--- config.mk ---
export PLATFORM = sky130hd
export DESIGN_NAME = bcd_decade_counter
export DESIGN_NICKNAME = d
export VERILOG_FILES = /design/src/rtl/bcd_cnt_pkg.sv /design/src/rtl/bcd_action_sel.sv /design/src/rtl/bcd_next_mux.sv /design/src/rtl/bcd_digit_reg.sv /design/src/rtl/bcd_decade_counter.sv
export SDC_FILE = /design/constraint.sdc
export NUM_CORES = 1
export LEC_CHECK = 0
export BUFFER_PORTS_ARGS = -buffer_cell sky130_fd_sc_hd__buf_4
export CORE_AREA = 2 2 39 41
export CTS_CLUSTER_SIZE = 24
export DETAILED_ROUTE_END_ITERATION = 10
export DIE_AREA = 0 0 41 43
export PLACE_DENSITY_LB_ADDON = 0.05
export SYNTH_ARGS = -nofsm -noshare
export SYNTH_HDL_FRONTEND = slang
export SYNTH_SLANG_ARGS = --single-unit
--- constraint.sdc ---
create_clock -name clk -period 1.6 [get_ports clk]
set_input_delay 0.08 -clock clk [delete_from_list [all_inputs] [get_ports clk]]
set_output_delay 0.08 -clock clk [all_outputs]
set_load 0.01 [all_outputs]
--- src/rtl/bcd_cnt_pkg.sv ---
`timescale 1ns/1ps
package bcd_cnt_pkg;

  localparam int DIGIT_W   = 4;
  localparam int DIGIT_TOP = 9;

  typedef logic [DIGIT_W-1:0] digit_t;

  typedef enum logic [1:0] {
    ACT_HOLD  = 2'd0,
    ACT_COUNT = 2'd1,
    ACT_LOAD  = 2'd2,
    ACT_CLEAR = 2'd3
  } act_e;

  // Successor of a digit: decade wrap at the top BCD value, plain binary
  // (with natural 4-bit wrap) for every other value, including 10..15.
  function automatic digit_t digit_succ(digit_t v);
    if (v == digit_t'(DIGIT_TOP)) return '0;
    return v + digit_t'(1);
  endfunction

  function automatic logic is_top(digit_t v);
    return v == digit_t'(DIGIT_TOP);
  endfunction

endpackage

--- src/rtl/bcd_action_sel.sv ---
`timescale 1ns/1ps
module bcd_action_sel
  import bcd_cnt_pkg::*;
#(
  parameter bit RESET_SYNC = 1'b0
) (
  input  logic rst_n,
  input  logic load_n,
  input  logic en_par,
  input  logic en_trk,
  output act_e act
);

  logic clr_req;

  generate
    if (RESET_SYNC) begin : g_sync_clr
      assign clr_req = ~rst_n;
    end else begin : g_async_clr
      // The register clears itself through its asynchronous input.
      assign clr_req = 1'b0;
    end
  endgenerate

  always_comb begin
    if (clr_req)                act = ACT_CLEAR;
    else if (!load_n)           act = ACT_LOAD;
    else if (en_par && en_trk)  act = ACT_COUNT;
    else                        act = ACT_HOLD;
  end

endmodule

--- src/rtl/bcd_next_mux.sv ---
`timescale 1ns/1ps
module bcd_next_mux
  import bcd_cnt_pkg::*;
(
  input  act_e   act,
  input  digit_t cur,
  input  digit_t din,
  output digit_t nxt
);

  always_comb begin
    unique case (act)
      ACT_CLEAR: nxt = '0;
      ACT_LOAD:  nxt = din;
      ACT_COUNT: nxt = digit_succ(cur);
      default:   nxt = cur;
    endcase
  end

endmodule

--- src/rtl/bcd_digit_reg.sv ---
`timescale 1ns/1ps
module bcd_digit_reg
  import bcd_cnt_pkg::*;
#(
  parameter bit RESET_SYNC = 1'b0
) (
  input  logic   clk,
  input  logic   rst_n,
  input  digit_t d,
  output digit_t q
);

  generate
    if (RESET_SYNC) begin : g_sync
      // The clear arrives through d from the action selector.
      always_ff @(posedge clk) q <= d;
    end else begin : g_async
      always_ff @(posedge clk or negedge rst_n) begin
        if (!rst_n) q <= '0;
        else        q <= d;
      end
    end
  endgenerate

endmodule

--- src/rtl/bcd_decade_counter.sv ---
`timescale 1ns/1ps
module bcd_decade_counter
  import bcd_cnt_pkg::*;
#(
  parameter bit RESET_SYNC = 1'b0
) (
  input  logic       clk,
  input  logic       rst_n,
  input  logic       load_n,
  input  logic [3:0] din,
  input  logic       en_par,
  input  logic       en_trk,
  output logic [3:0] q,
  output logic       tc
);

  act_e   act;
  digit_t nxt;
  digit_t cur;

  // Named events for the checker.
  logic cnt_fire;
  logic load_fire;

  bcd_action_sel #(.RESET_SYNC(RESET_SYNC)) u_sel (
    .rst_n  (rst_n),
    .load_n (load_n),
    .en_par (en_par),
    .en_trk (en_trk),
    .act    (act)
  );

  bcd_next_mux u_mux (
    .act (act),
    .cur (cur),
    .din (din),
    .nxt (nxt)
  );

  bcd_digit_reg #(.RESET_SYNC(RESET_SYNC)) u_reg (
    .clk   (clk),
    .rst_n (rst_n),
    .d     (nxt),
    .q     (cur)
  );

  assign cnt_fire  = (act == ACT_COUNT);
  assign load_fire = (act == ACT_LOAD);
  assign q         = cur;
  assign tc        = en_trk & is_top(cur);

endmodule

==> results.txt, run 1 <==
result of the run -> finished clean
number of sinks on the clock net -> 4
die width -> 41 um
power dissipated by switching net loads -> 101 uW
site row count -> 14
post-route cell area -> 420 um^2
maximum ir drop on the vdd rail -> 0.227 mV
worst-case clock skew -> 0.00108 ns
unrepaired setup endpoints after global routing -> no
clock input transition at the sequential cells of the worst setup and hold paths -> 0.04 ns
sequential-to-total area share from yosys stat -> 38.5%
Cell Area, Synth -> 260 um^2
Comb pwr share -> 27.7%
share of power burned in registers -> 35.4%
final worst path period need -> 1.43 ns
detailed route wirelength on metal3 -> 44 um
wire length on met2 -> 376 um
detail-routed net length per standard cell -> 11.6 um
DRT met1 WL -> 310 um
post-cts gate resize count -> 0
Die Height -> 43 um
DRC viols -> 0
global routing usage summed across all routing layers -> 11.3%
share of the clock period used by the worst path after layout -> 89.3%
crit end category -> primary output
total via count after detailed routing -> 288
maximum fanout count along the critical path -> 5
power share of the clock group -> 36.8%
synthesized flop and latch total -> 4
clock tree from TritonCTS -> done
overall power of the completed layout -> 354 uW
final weighted congestion of routability-driven global placement -> 0.767
final sum of negative setup slack -> 0 ns
worst slew pin tran -> 0.185 ns
number of instances in the synthesized netlist -> 30
DRC violation total after the first TritonRoute iteration -> 0
Power Internal -> 253 uW
Leakage Power -> 0.000207 uW
Worst Setup Path Type -> reg -> out
placed standard-cell area -> 388 um^2
DPL Wire Length -> 579 um
number of iterations in the first detailed-routing pass -> 1
biggest regs -> u_reg.q x4
Max transition margin -> 87.6%
top routing layer in use -> met4
Top reg by flops -> u_reg.q
Max Cap Violations -> 0
Post-CTS Hold Buffers -> 1
Floorplan Core Area -> 0.00138 mm^2
pin count of the biggest net entering global routing -> 11
net total in the final layout -> 61
TritonCTS buffer count -> 3
GRT overflow -> 0
initial antenna violation count -> 0
routed via count divided by cell count -> 4.50
# diodes -> 0
synthesis-to-layout area growth -> 61.5%
aggregate routed wire length -> 740 um
H-Tree Level Count -> 1
data required time of the worst path -> 1.52 ns
clock network latency to the later pin of the worst-skew pair -> 0.24 ns
Die Outline Area -> 0.00176 mm^2
Netlist cell types -> 14
final count of pins violating max slew -> 0
Cell Pwr Density -> 842 mW/mm^2
wire length of the first global-routing pass -> 1210 um
CTS Root Cell -> clkbuf_4
setup violation total in the final timing report -> 0
CP arrival -> 1.35 ns
number of warnings issued by yosys -> 0
Net Count, Synth -> 41
max FFs per register -> 4
final setup slack of the worst path -> 0.171 ns
number of port buffers -> 13
Hold Violations, Final -> 0
fraction of layout cells with a size suffix above 1 -> 39.6%
worst-case setup slack after placement -> 0.214 ns
Sw Share -> 28.5%
post-detailed-route count of antenna-violating nets -> 0
class of the tightest hold or removal check -> in -> reg
max frequency -> 0.700 GHz
number of global-route vias before repair -> 267
post-CTS setup buffer count -> 0
starting density of the core -> 18.8%
Max clock buf depth -> 2
top-level port count -> 14
average instance area after synthesis -> 8.68 um^2
Setup crit start kind -> flop
## worst paths after layout
kind	end	slack, ns	cells after the start	startpoint
setup reg to reg	u_reg.q[2]	0.22	4	u_reg.q[0]
min in group asynchronous	u_reg.q[2]	0.18	2	rst_n
hold / removal	u_reg.q[0]	0.10	2	load_n
setup / recovery	tc	0.17	4	u_reg.q[0]
hold reg to reg	u_reg.q[3]	0.60	2	u_reg.q[3]
max in group asynchronous	u_reg.q[0]	1.32	2	rst_n
## layout make-up
class | instances | area (um^2)
repair buffers | 16 | 123
multi-input cells | 24 | 151
clock buffers | 3 | 22.5
flip-flops and latches | 4 | 100
inverters | 1 | 3.75
fillers | 159 | 963
well taps | 16 | 20.0
## synthesized netlist by cell type (all sizes together)
cell type | n | area (um^2)
a31oi | 4 | 25.0
dfrtp | 4 | 100
nand2 | 4 | 15.0
nand3 | 3 | 15.0
nor2 | 3 | 11.3
or3 | 3 | 18.8
ha | 2 | 25.0
and2 | 1 | 7.51
and3b | 1 | 8.76
buf | 1 | 5.00
inv | 1 | 3.75
nand4b | 1 | 8.76
nor2b | 1 | 6.26
or4b | 1 | 10.0
## cells by family (layout without fill, tap and decap cells)
logic type                 count (synthesis)  count (layout)  share of synthesized area (%)
DFF                                        4               4                           38.5
and+or+nand+nor                           18              18                           38.9
AOI/OAI and AO/OA                          4               4                           9.61
buffers and inverters                      2              20                           3.36
adders and majority gates                  2               2                           9.61
## stage by stage
| stage | utilization [%] | hold slack, ns | instances |
|---|---|---|---|
| 6_report | 30.4 | 0.100 | 64 |
| 4_1_cts | 30.4 | 0.0935 | 64 |
| 3_3_place_gp | 28.0 | -0.116 | 60 |
| 5_1_grt | 30.4 | 0.114 | 64 |
| 2_1_floorplan | - | -0.216 | 30 |
| 3_5_place_dp | 28.0 | -0.116 | 60 |
## critical path, stage by stage (launching register included)
cell and delay, ns:
dfrtp_1 0.37, ha_1 0.19, and3b_1 0.21, and2_2 0.20, buf_4 0.14
## layer usage
| metal | GRT usage [%] | vias up |
|---|---|---|
| met5 | 0 | - |
| met4 | 12.0 | 0 |
| met3 | 4.71 | 2 |
| met2 | 14.1 | 9 |
| met1 | 13.1 | 133 |
| li1 | - | 144 |
## power groups by stage
stage | registers, uW | clock network, uW | logic [uW]
after detailed placement | 127 | 0 | 98.4
after CTS | 126 | 143 | 101
final | 125 | 130 | 98.2
after global routing | 129 | 154 | 112
after global placement | 127 | 0 | 99.0
after floorplan | 134 | 0 | 33.9
## placed cells by master, fill, tap and decap left out
cell	instances
buf_4	15
nand2_1	4
a31oi_1	4
dfrtp_1	4
or3_1	3
nor2_1	3
nand3_1	3
clkbuf_4	3
ha_1	2
inv_1	1
and3b_1	1
and2_2	1
nand4b_1	1
or4b_1	1
nor2b_1	1
dlygate4sd3_1	1
Note: power is estimated with default switching activity, not from simulation.
==> run 2: changes to the inputs <==
--- a/config.mk
+++ b/config.mk
@@ -5,7 +5,7 @@
 export SDC_FILE = /design/constraint.sdc
 export NUM_CORES = 1
 export LEC_CHECK = 0
-export BUFFER_PORTS_ARGS = -buffer_cell sky130_fd_sc_hd__buf_4
+export BUFFER_PORTS_ARGS = -buffer_cell sky130_fd_sc_hd__buf_2
 export CORE_AREA = 2 2 39 41
 export CTS_CLUSTER_SIZE = 24
 export DETAILED_ROUTE_END_ITERATION = 10
==> run 2 against run 1 <==
Net effect: non-clock buffer count stayed put; final area is 7.7% lower; hold slack worse by 0.0041 ns; highest routed layer unchanged; clock power hardly changed; clock skew hardly changed; via count is 2.4% lower; critical endpoint unchanged; critical path type unchanged; wire length is 3.0% lower; total power is 4.1% lower; sequential power hardly changed; die area stayed put.
==> results.txt, run 2 (synthesis results as in run 1) <==
pin count of the biggest net entering global routing -> 11
Post-Place Cells -> 60
initial antenna violation count -> 0
post-CTS setup buffer count -> 0
Die Height -> 43 um
cells on worst reg2reg path -> 4
aggregate routed wire length -> 718 um
Cell Pwr Density -> 876 mW/mm^2
max frequency -> 0.701 GHz
detail-routed net length per standard cell -> 11.2 um
fraction of layout cells with a size suffix above 1 -> 39.6%
Die Outline Area -> 0.00176 mm^2
total number of cells along the worst setup path -> 4
class of the tightest hold or removal check -> in -> reg
maximum fanout count along the critical path -> 5
CTS Root Cell -> clkbuf_4
DRC violation total after the first TritonRoute iteration -> 1
data required time of the worst path -> 1.52 ns
worst-case register-to-register setup slack -> 0.21 ns
setup violation total in the final timing report -> 0
biggest regs -> u_reg.q x4
Leakage Power -> 0.000197 uW
Max clock buf depth -> 2
number of port buffers -> 13
number of iterations in the first detailed-routing pass -> 4
routed via count divided by cell count -> 4.39
final weighted congestion of routability-driven global placement -> 0.769
TritonCTS buffer count -> 3
wire length of the first global-routing pass -> 1070 um
most frequent standard cell in the layout excluding fill and tap cells -> buf_2
Critical Path, Cell by Cell -> ha_1 -> and3b_1 -> and2_2 -> buf_2
share of the clock period used by the worst path after layout -> 89.2%
CP arrival -> 1.35 ns
Max Cap Violations -> 0
placed standard-cell area -> 355 um^2
worst reg2reg path startpoint -> u_reg.q[0]
max FFs per register -> 4
commonest cells after routing, fill and taps aside -> buf_2 (13), nand2_1 (4), a31oi_1 (4), dfrtp_1 (4)
net total in the final layout -> 61
final count of pins violating max slew -> 0
cell with the biggest individual delay on the critical path -> dfrtp_1
starting density of the core -> 18.8%
final design utilization -> 28.0%
unrepaired setup endpoints after global routing -> no
global routing usage summed across all routing layers -> 10.1%
site row count -> 14
count of placed standard cells in the final layout, fillers left out -> 64
Setup crit start kind -> flop
origin of the worst setup path -> u_reg.q[0]
maximum ir drop on the vdd rail -> 0.267 mV
worst path bufs/invs -> 1
result of the run -> finished clean
Floorplan Core Area -> 0.00138 mm^2
capturing instance or port of the critical path -> tc
Worst Setup Path Type -> reg -> out
post-route cell area -> 388 um^2
total via count after detailed routing -> 281
DRC viols -> 0
end of the worst register-to-register path -> u_reg.q[2]
post-detailed-route count of antenna-violating nets -> 0
clock input transition at the sequential cells of the worst setup and hold paths -> 0.04 ns
worst slew pin tran -> 0.178 ns
worst hold-check slack -> 0.0962 ns
# diodes -> 0
Top reg by flops -> u_reg.q
crit end category -> primary output
number of global-route vias before repair -> 263
top-level port count -> 14
CP top delay family -> simple AND/OR/NAND/NOR gates
Max transition margin -> 88.1%
worst-case clock skew -> 0.00116 ns
synthesis-to-layout area growth -> 49.0%
H-Tree Level Count -> 1
final sum of negative setup slack -> 0 ns
clock network latency to the later pin of the worst-skew pair -> 0.24 ns
number of sinks on the clock net -> 4
fill count -> 166
clock tree from TritonCTS -> done
Max stage delay on crit path -> 0.37 ns
die width -> 41 um
final worst path period need -> 1.43 ns
Hold Violations, Final -> 0
GRT overflow -> 0
==> run 2: cell count changes in the layout (fill, tap and decap cells not counted) <==
| cell | delta |
|---|---|
| buf_2 | +13 |
| buf_4 | -13 |
==> run 2: through the flow <==
step	total power (uW)	setup slack, ns
after global routing	372	0.0957
after CTS	350	0.156
after global placement	213	0.251
after detailed placement	212	0.229
after floorplan	168	0.205
final	340	0.173
==> run 2: how the worst min path moves through the flow <==
| stage | end | startpoint | slack, ns | cells past startpoint |
|---|---|---|---|---|
| 2_1_floorplan | u_reg.q[0] | rst_n | -0.22 | 0 |
| 3_3_place_gp | u_reg.q[3] | rst_n | -0.10 | 1 |
| 3_5_place_dp | u_reg.q[3] | rst_n | -0.10 | 1 |
| 4_1_cts | u_reg.q[0] | din[0] | 0.09 | 3 |
| 5_1_grt | u_reg.q[0] | din[0] | 0.08 | 3 |
| 6_report | u_reg.q[0] | din[0] | 0.1 | 3 |
==> run 2: cell type report <==
cell class	instances	area [um^2]	share of cell area, %
multi-input cells	24	151	39.0
flip-flops and latches	4	100	25.8
inverters	1	3.75	0.968
repair buffers	16	90.1	23.2
clock buffers	3	22.5	5.81
well taps	16	20.0	5.16
==> run 2: where the power goes <==
group / leakage (uW) / internal, uW / total (uW) / switching [uW]
registers: 0.0000455 / 114 / 124 / 10.3
clock network: 0.0000138 / 84.2 / 130 / 45.4
logic: 0.000137 / 42.5 / 85.6 / 43.1
total: 0.000197 / 241 / 340 / 98.8
==> run 2: worst register-to-register path, cell delays in order (launching register included) <==
cell	delay (ns)
dfrtp_1	0.37
ha_1	0.19
and3b_1	0.22
or3_1	0.35
a31oi_1	0.17
==> run 2: what timing repair did <==
action,CTS,global route
hold buffers,1,0
resized for setup,0,0
endpoints found under the hold margin,4,0
==> run 2: routing by layer <==
metal | GRT usage, % | share of wire, % | up-vias
met3 | 3.14 | 7.0 | 2
met5 | 0 | 0 | -
met4 | 12.0 | 1.4 | 0
li1 | - | - | 145
met1 | 11.5 | 46 | 125
met2 | 12.8 | 45 | 9
==> run 3: changes to the inputs <==
==> constraint.sdc (replaced) <==
create_clock -name clk -period 1.64 [get_ports clk]
set_input_delay 0.082 -clock clk [delete_from_list [all_inputs] [get_ports clk]]
set_output_delay 0.082 -clock clk [all_outputs]
set_load 0.01 [all_outputs]
==> run 3 against run 2 <==
Net effect: via count up 1.4%; critical endpoint unchanged; global-route usage up 0.39 points; sequential power about the same; critical path type unchanged; die area unchanged; highest routed layer is now met3.
==> results.txt, run 3 (synthesis results as in run 1) <==
Worst Setup Path Type -> reg -> out
count of placed standard cells in the final layout, fillers left out -> 63
Max Cap Violations -> 0
worst-case register-to-register setup slack -> 0.16 ns
Post-Place Cells -> 59
clock network latency to the later pin of the worst-skew pair -> 0.24 ns
wire length of the first global-routing pass -> 1200 um
final weighted congestion of routability-driven global placement -> 0.771
setup violation total in the final timing report -> 0
post-route cell area -> 380 um^2
CTS Root Cell -> clkbuf_4
number of iterations in the first detailed-routing pass -> 3
Worst Hold Path EP -> u_reg.q[0]
Max clock buf depth -> 2
Die Height -> 43 um
Floorplan Core Area -> 0.00138 mm^2
biggest regs -> u_reg.q x4
# diodes -> 0
worst reg2reg path startpoint -> u_reg.q[0]
DPL Wire Length -> 576 um
GRT overflow -> 0
DRC violation total after the first TritonRoute iteration -> 4
data required time of the worst path -> 1.56 ns
maximum ir drop on the vdd rail -> 0.186 mV
end of the worst register-to-register path -> u_reg.q[1]
Top reg by flops -> u_reg.q
final count of pins violating max slew -> 0
post-CTS setup buffer count -> 0
class of the tightest hold or removal check -> in -> reg
number of port buffers -> 13
worst-case clock skew -> 0.000862 ns
worst slew pin tran -> 0.184 ns
top-level port count -> 14
result of the run -> finished clean
site row count -> 14
CP arrival -> 1.42 ns
beginning of the worst hold path -> din[0]
most frequent standard cell in the layout excluding fill and tap cells -> buf_2
TritonCTS buffer count -> 3
number of sinks on the clock net -> 4
post-cts gate resize count -> 0
net total in the final layout -> 60
unrepaired setup endpoints after global routing -> no
aggregate routed wire length -> 736 um
total via count after detailed routing -> 285
pin count of the biggest net entering global routing -> 11
Leakage Power -> 0.000192 uW
final worst path period need -> 1.50 ns
fill count -> 158
Die Outline Area -> 0.00176 mm^2
post-detailed-route count of antenna-violating nets -> 0
initial antenna violation count -> 0
max FFs per register -> 4
crit end category -> primary output
max frequency -> 0.664 GHz
commonest cells after routing, fill and taps aside -> buf_2 (13), nand2_1 (4), a31oi_1 (4), dfrtp_1 (4)
clock tree from TritonCTS -> done
synthesis-to-layout area growth -> 46.2%
share of the clock period used by the worst path after layout -> 91.8%
Max transition margin -> 87.7%
global routing usage summed across all routing layers -> 10.5%
H-Tree Level Count -> 1
fraction of layout cells with a size suffix above 1 -> 38.3%
final sum of negative setup slack -> 0 ns
detail-routed net length per standard cell -> 11.7 um
number of global-route vias before repair -> 282
Worst Hold Depth -> 3
starting density of the core -> 18.8%
Post-CTS Hold Buffers -> 1
placed standard-cell area -> 348 um^2
DRC viols -> 0
Setup crit start kind -> flop
overall power of the completed layout -> 329 uW
routed via count divided by cell count -> 4.52
Cell Pwr Density -> 866 mW/mm^2
clock input transition at the sequential cells of the worst setup and hold paths -> 0.04 ns
Hold Violations, Final -> 0
cells on worst reg2reg path -> 4
maximum fanout count along the critical path -> 6
die width -> 41 um
[run 3: changes by cell type in the layout (fill, tap and decap cells not counted), sizes merged]
cell	previous run	this run
buf	15	14
[run 3: metal layers]
layer	global-route usage, %	wire (um)
met1	12.8	362
met2	14.7	329
met3	4.71	43
met4	6.00	0
met5	0	0
[run 3: worst max path at each step]
| stage | from | to | slack, ns | depth (start not counted) |
|---|---|---|---|---|
| after floorplan | u_reg.q[0] | u_reg.q[2] | 0.25 | 4 |
| after global placement | u_reg.q[0] | u_reg.q[0] | 0.21 | 4 |
| after detailed placement | u_reg.q[0] | u_reg.q[1] | 0.16 | 4 |
| after CTS | u_reg.q[0] | tc | 0.11 | 4 |
| after global routing | u_reg.q[0] | tc | 0.07 | 4 |
| final | u_reg.q[0] | tc | 0.14 | 4 |
[run 3: cell type report]
class | instances | area (um^2) | area share, %
multi-input cells | 24 | 151 | 39.8
inverters | 1 | 3.75 | 0.987
clock buffers | 3 | 22.5 | 5.92
flip-flops and latches | 4 | 100 | 26.3
repair buffers | 15 | 82.6 | 21.7
well taps | 16 | 20.0 | 5.26
[run 3: power breakdown]
| group | switching, uW | internal [uW] |
|---|---|---|
| Sequential | 13.2 | 111 |
| Clock | 45.6 | 82.2 |
| Combinational | 39.1 | 38.1 |
| Total | 97.9 | 232 |
[run 3: stage by stage]
| step | setup slack [ns] | hold WS [ns] | utilization (%) |
|---|---|---|---|
| after floorplan | 0.245 | -0.214 | - |
| after global placement | 0.215 | -0.0990 | 25.1 |
| after detailed placement | 0.161 | -0.0998 | 25.1 |
| after CTS | 0.106 | 0.109 | 27.5 |
| after global routing | 0.0680 | 0.135 | 27.5 |
| final | 0.135 | 0.112 | 27.5 |
[run 3: worst max-delay path, cell delays in order (launching register included)]
cell and delay [ns]:
dfrtp_1 0.43, ha_1 0.21, and3b_1 0.22, and2_2 0.20, buf_2 0.13
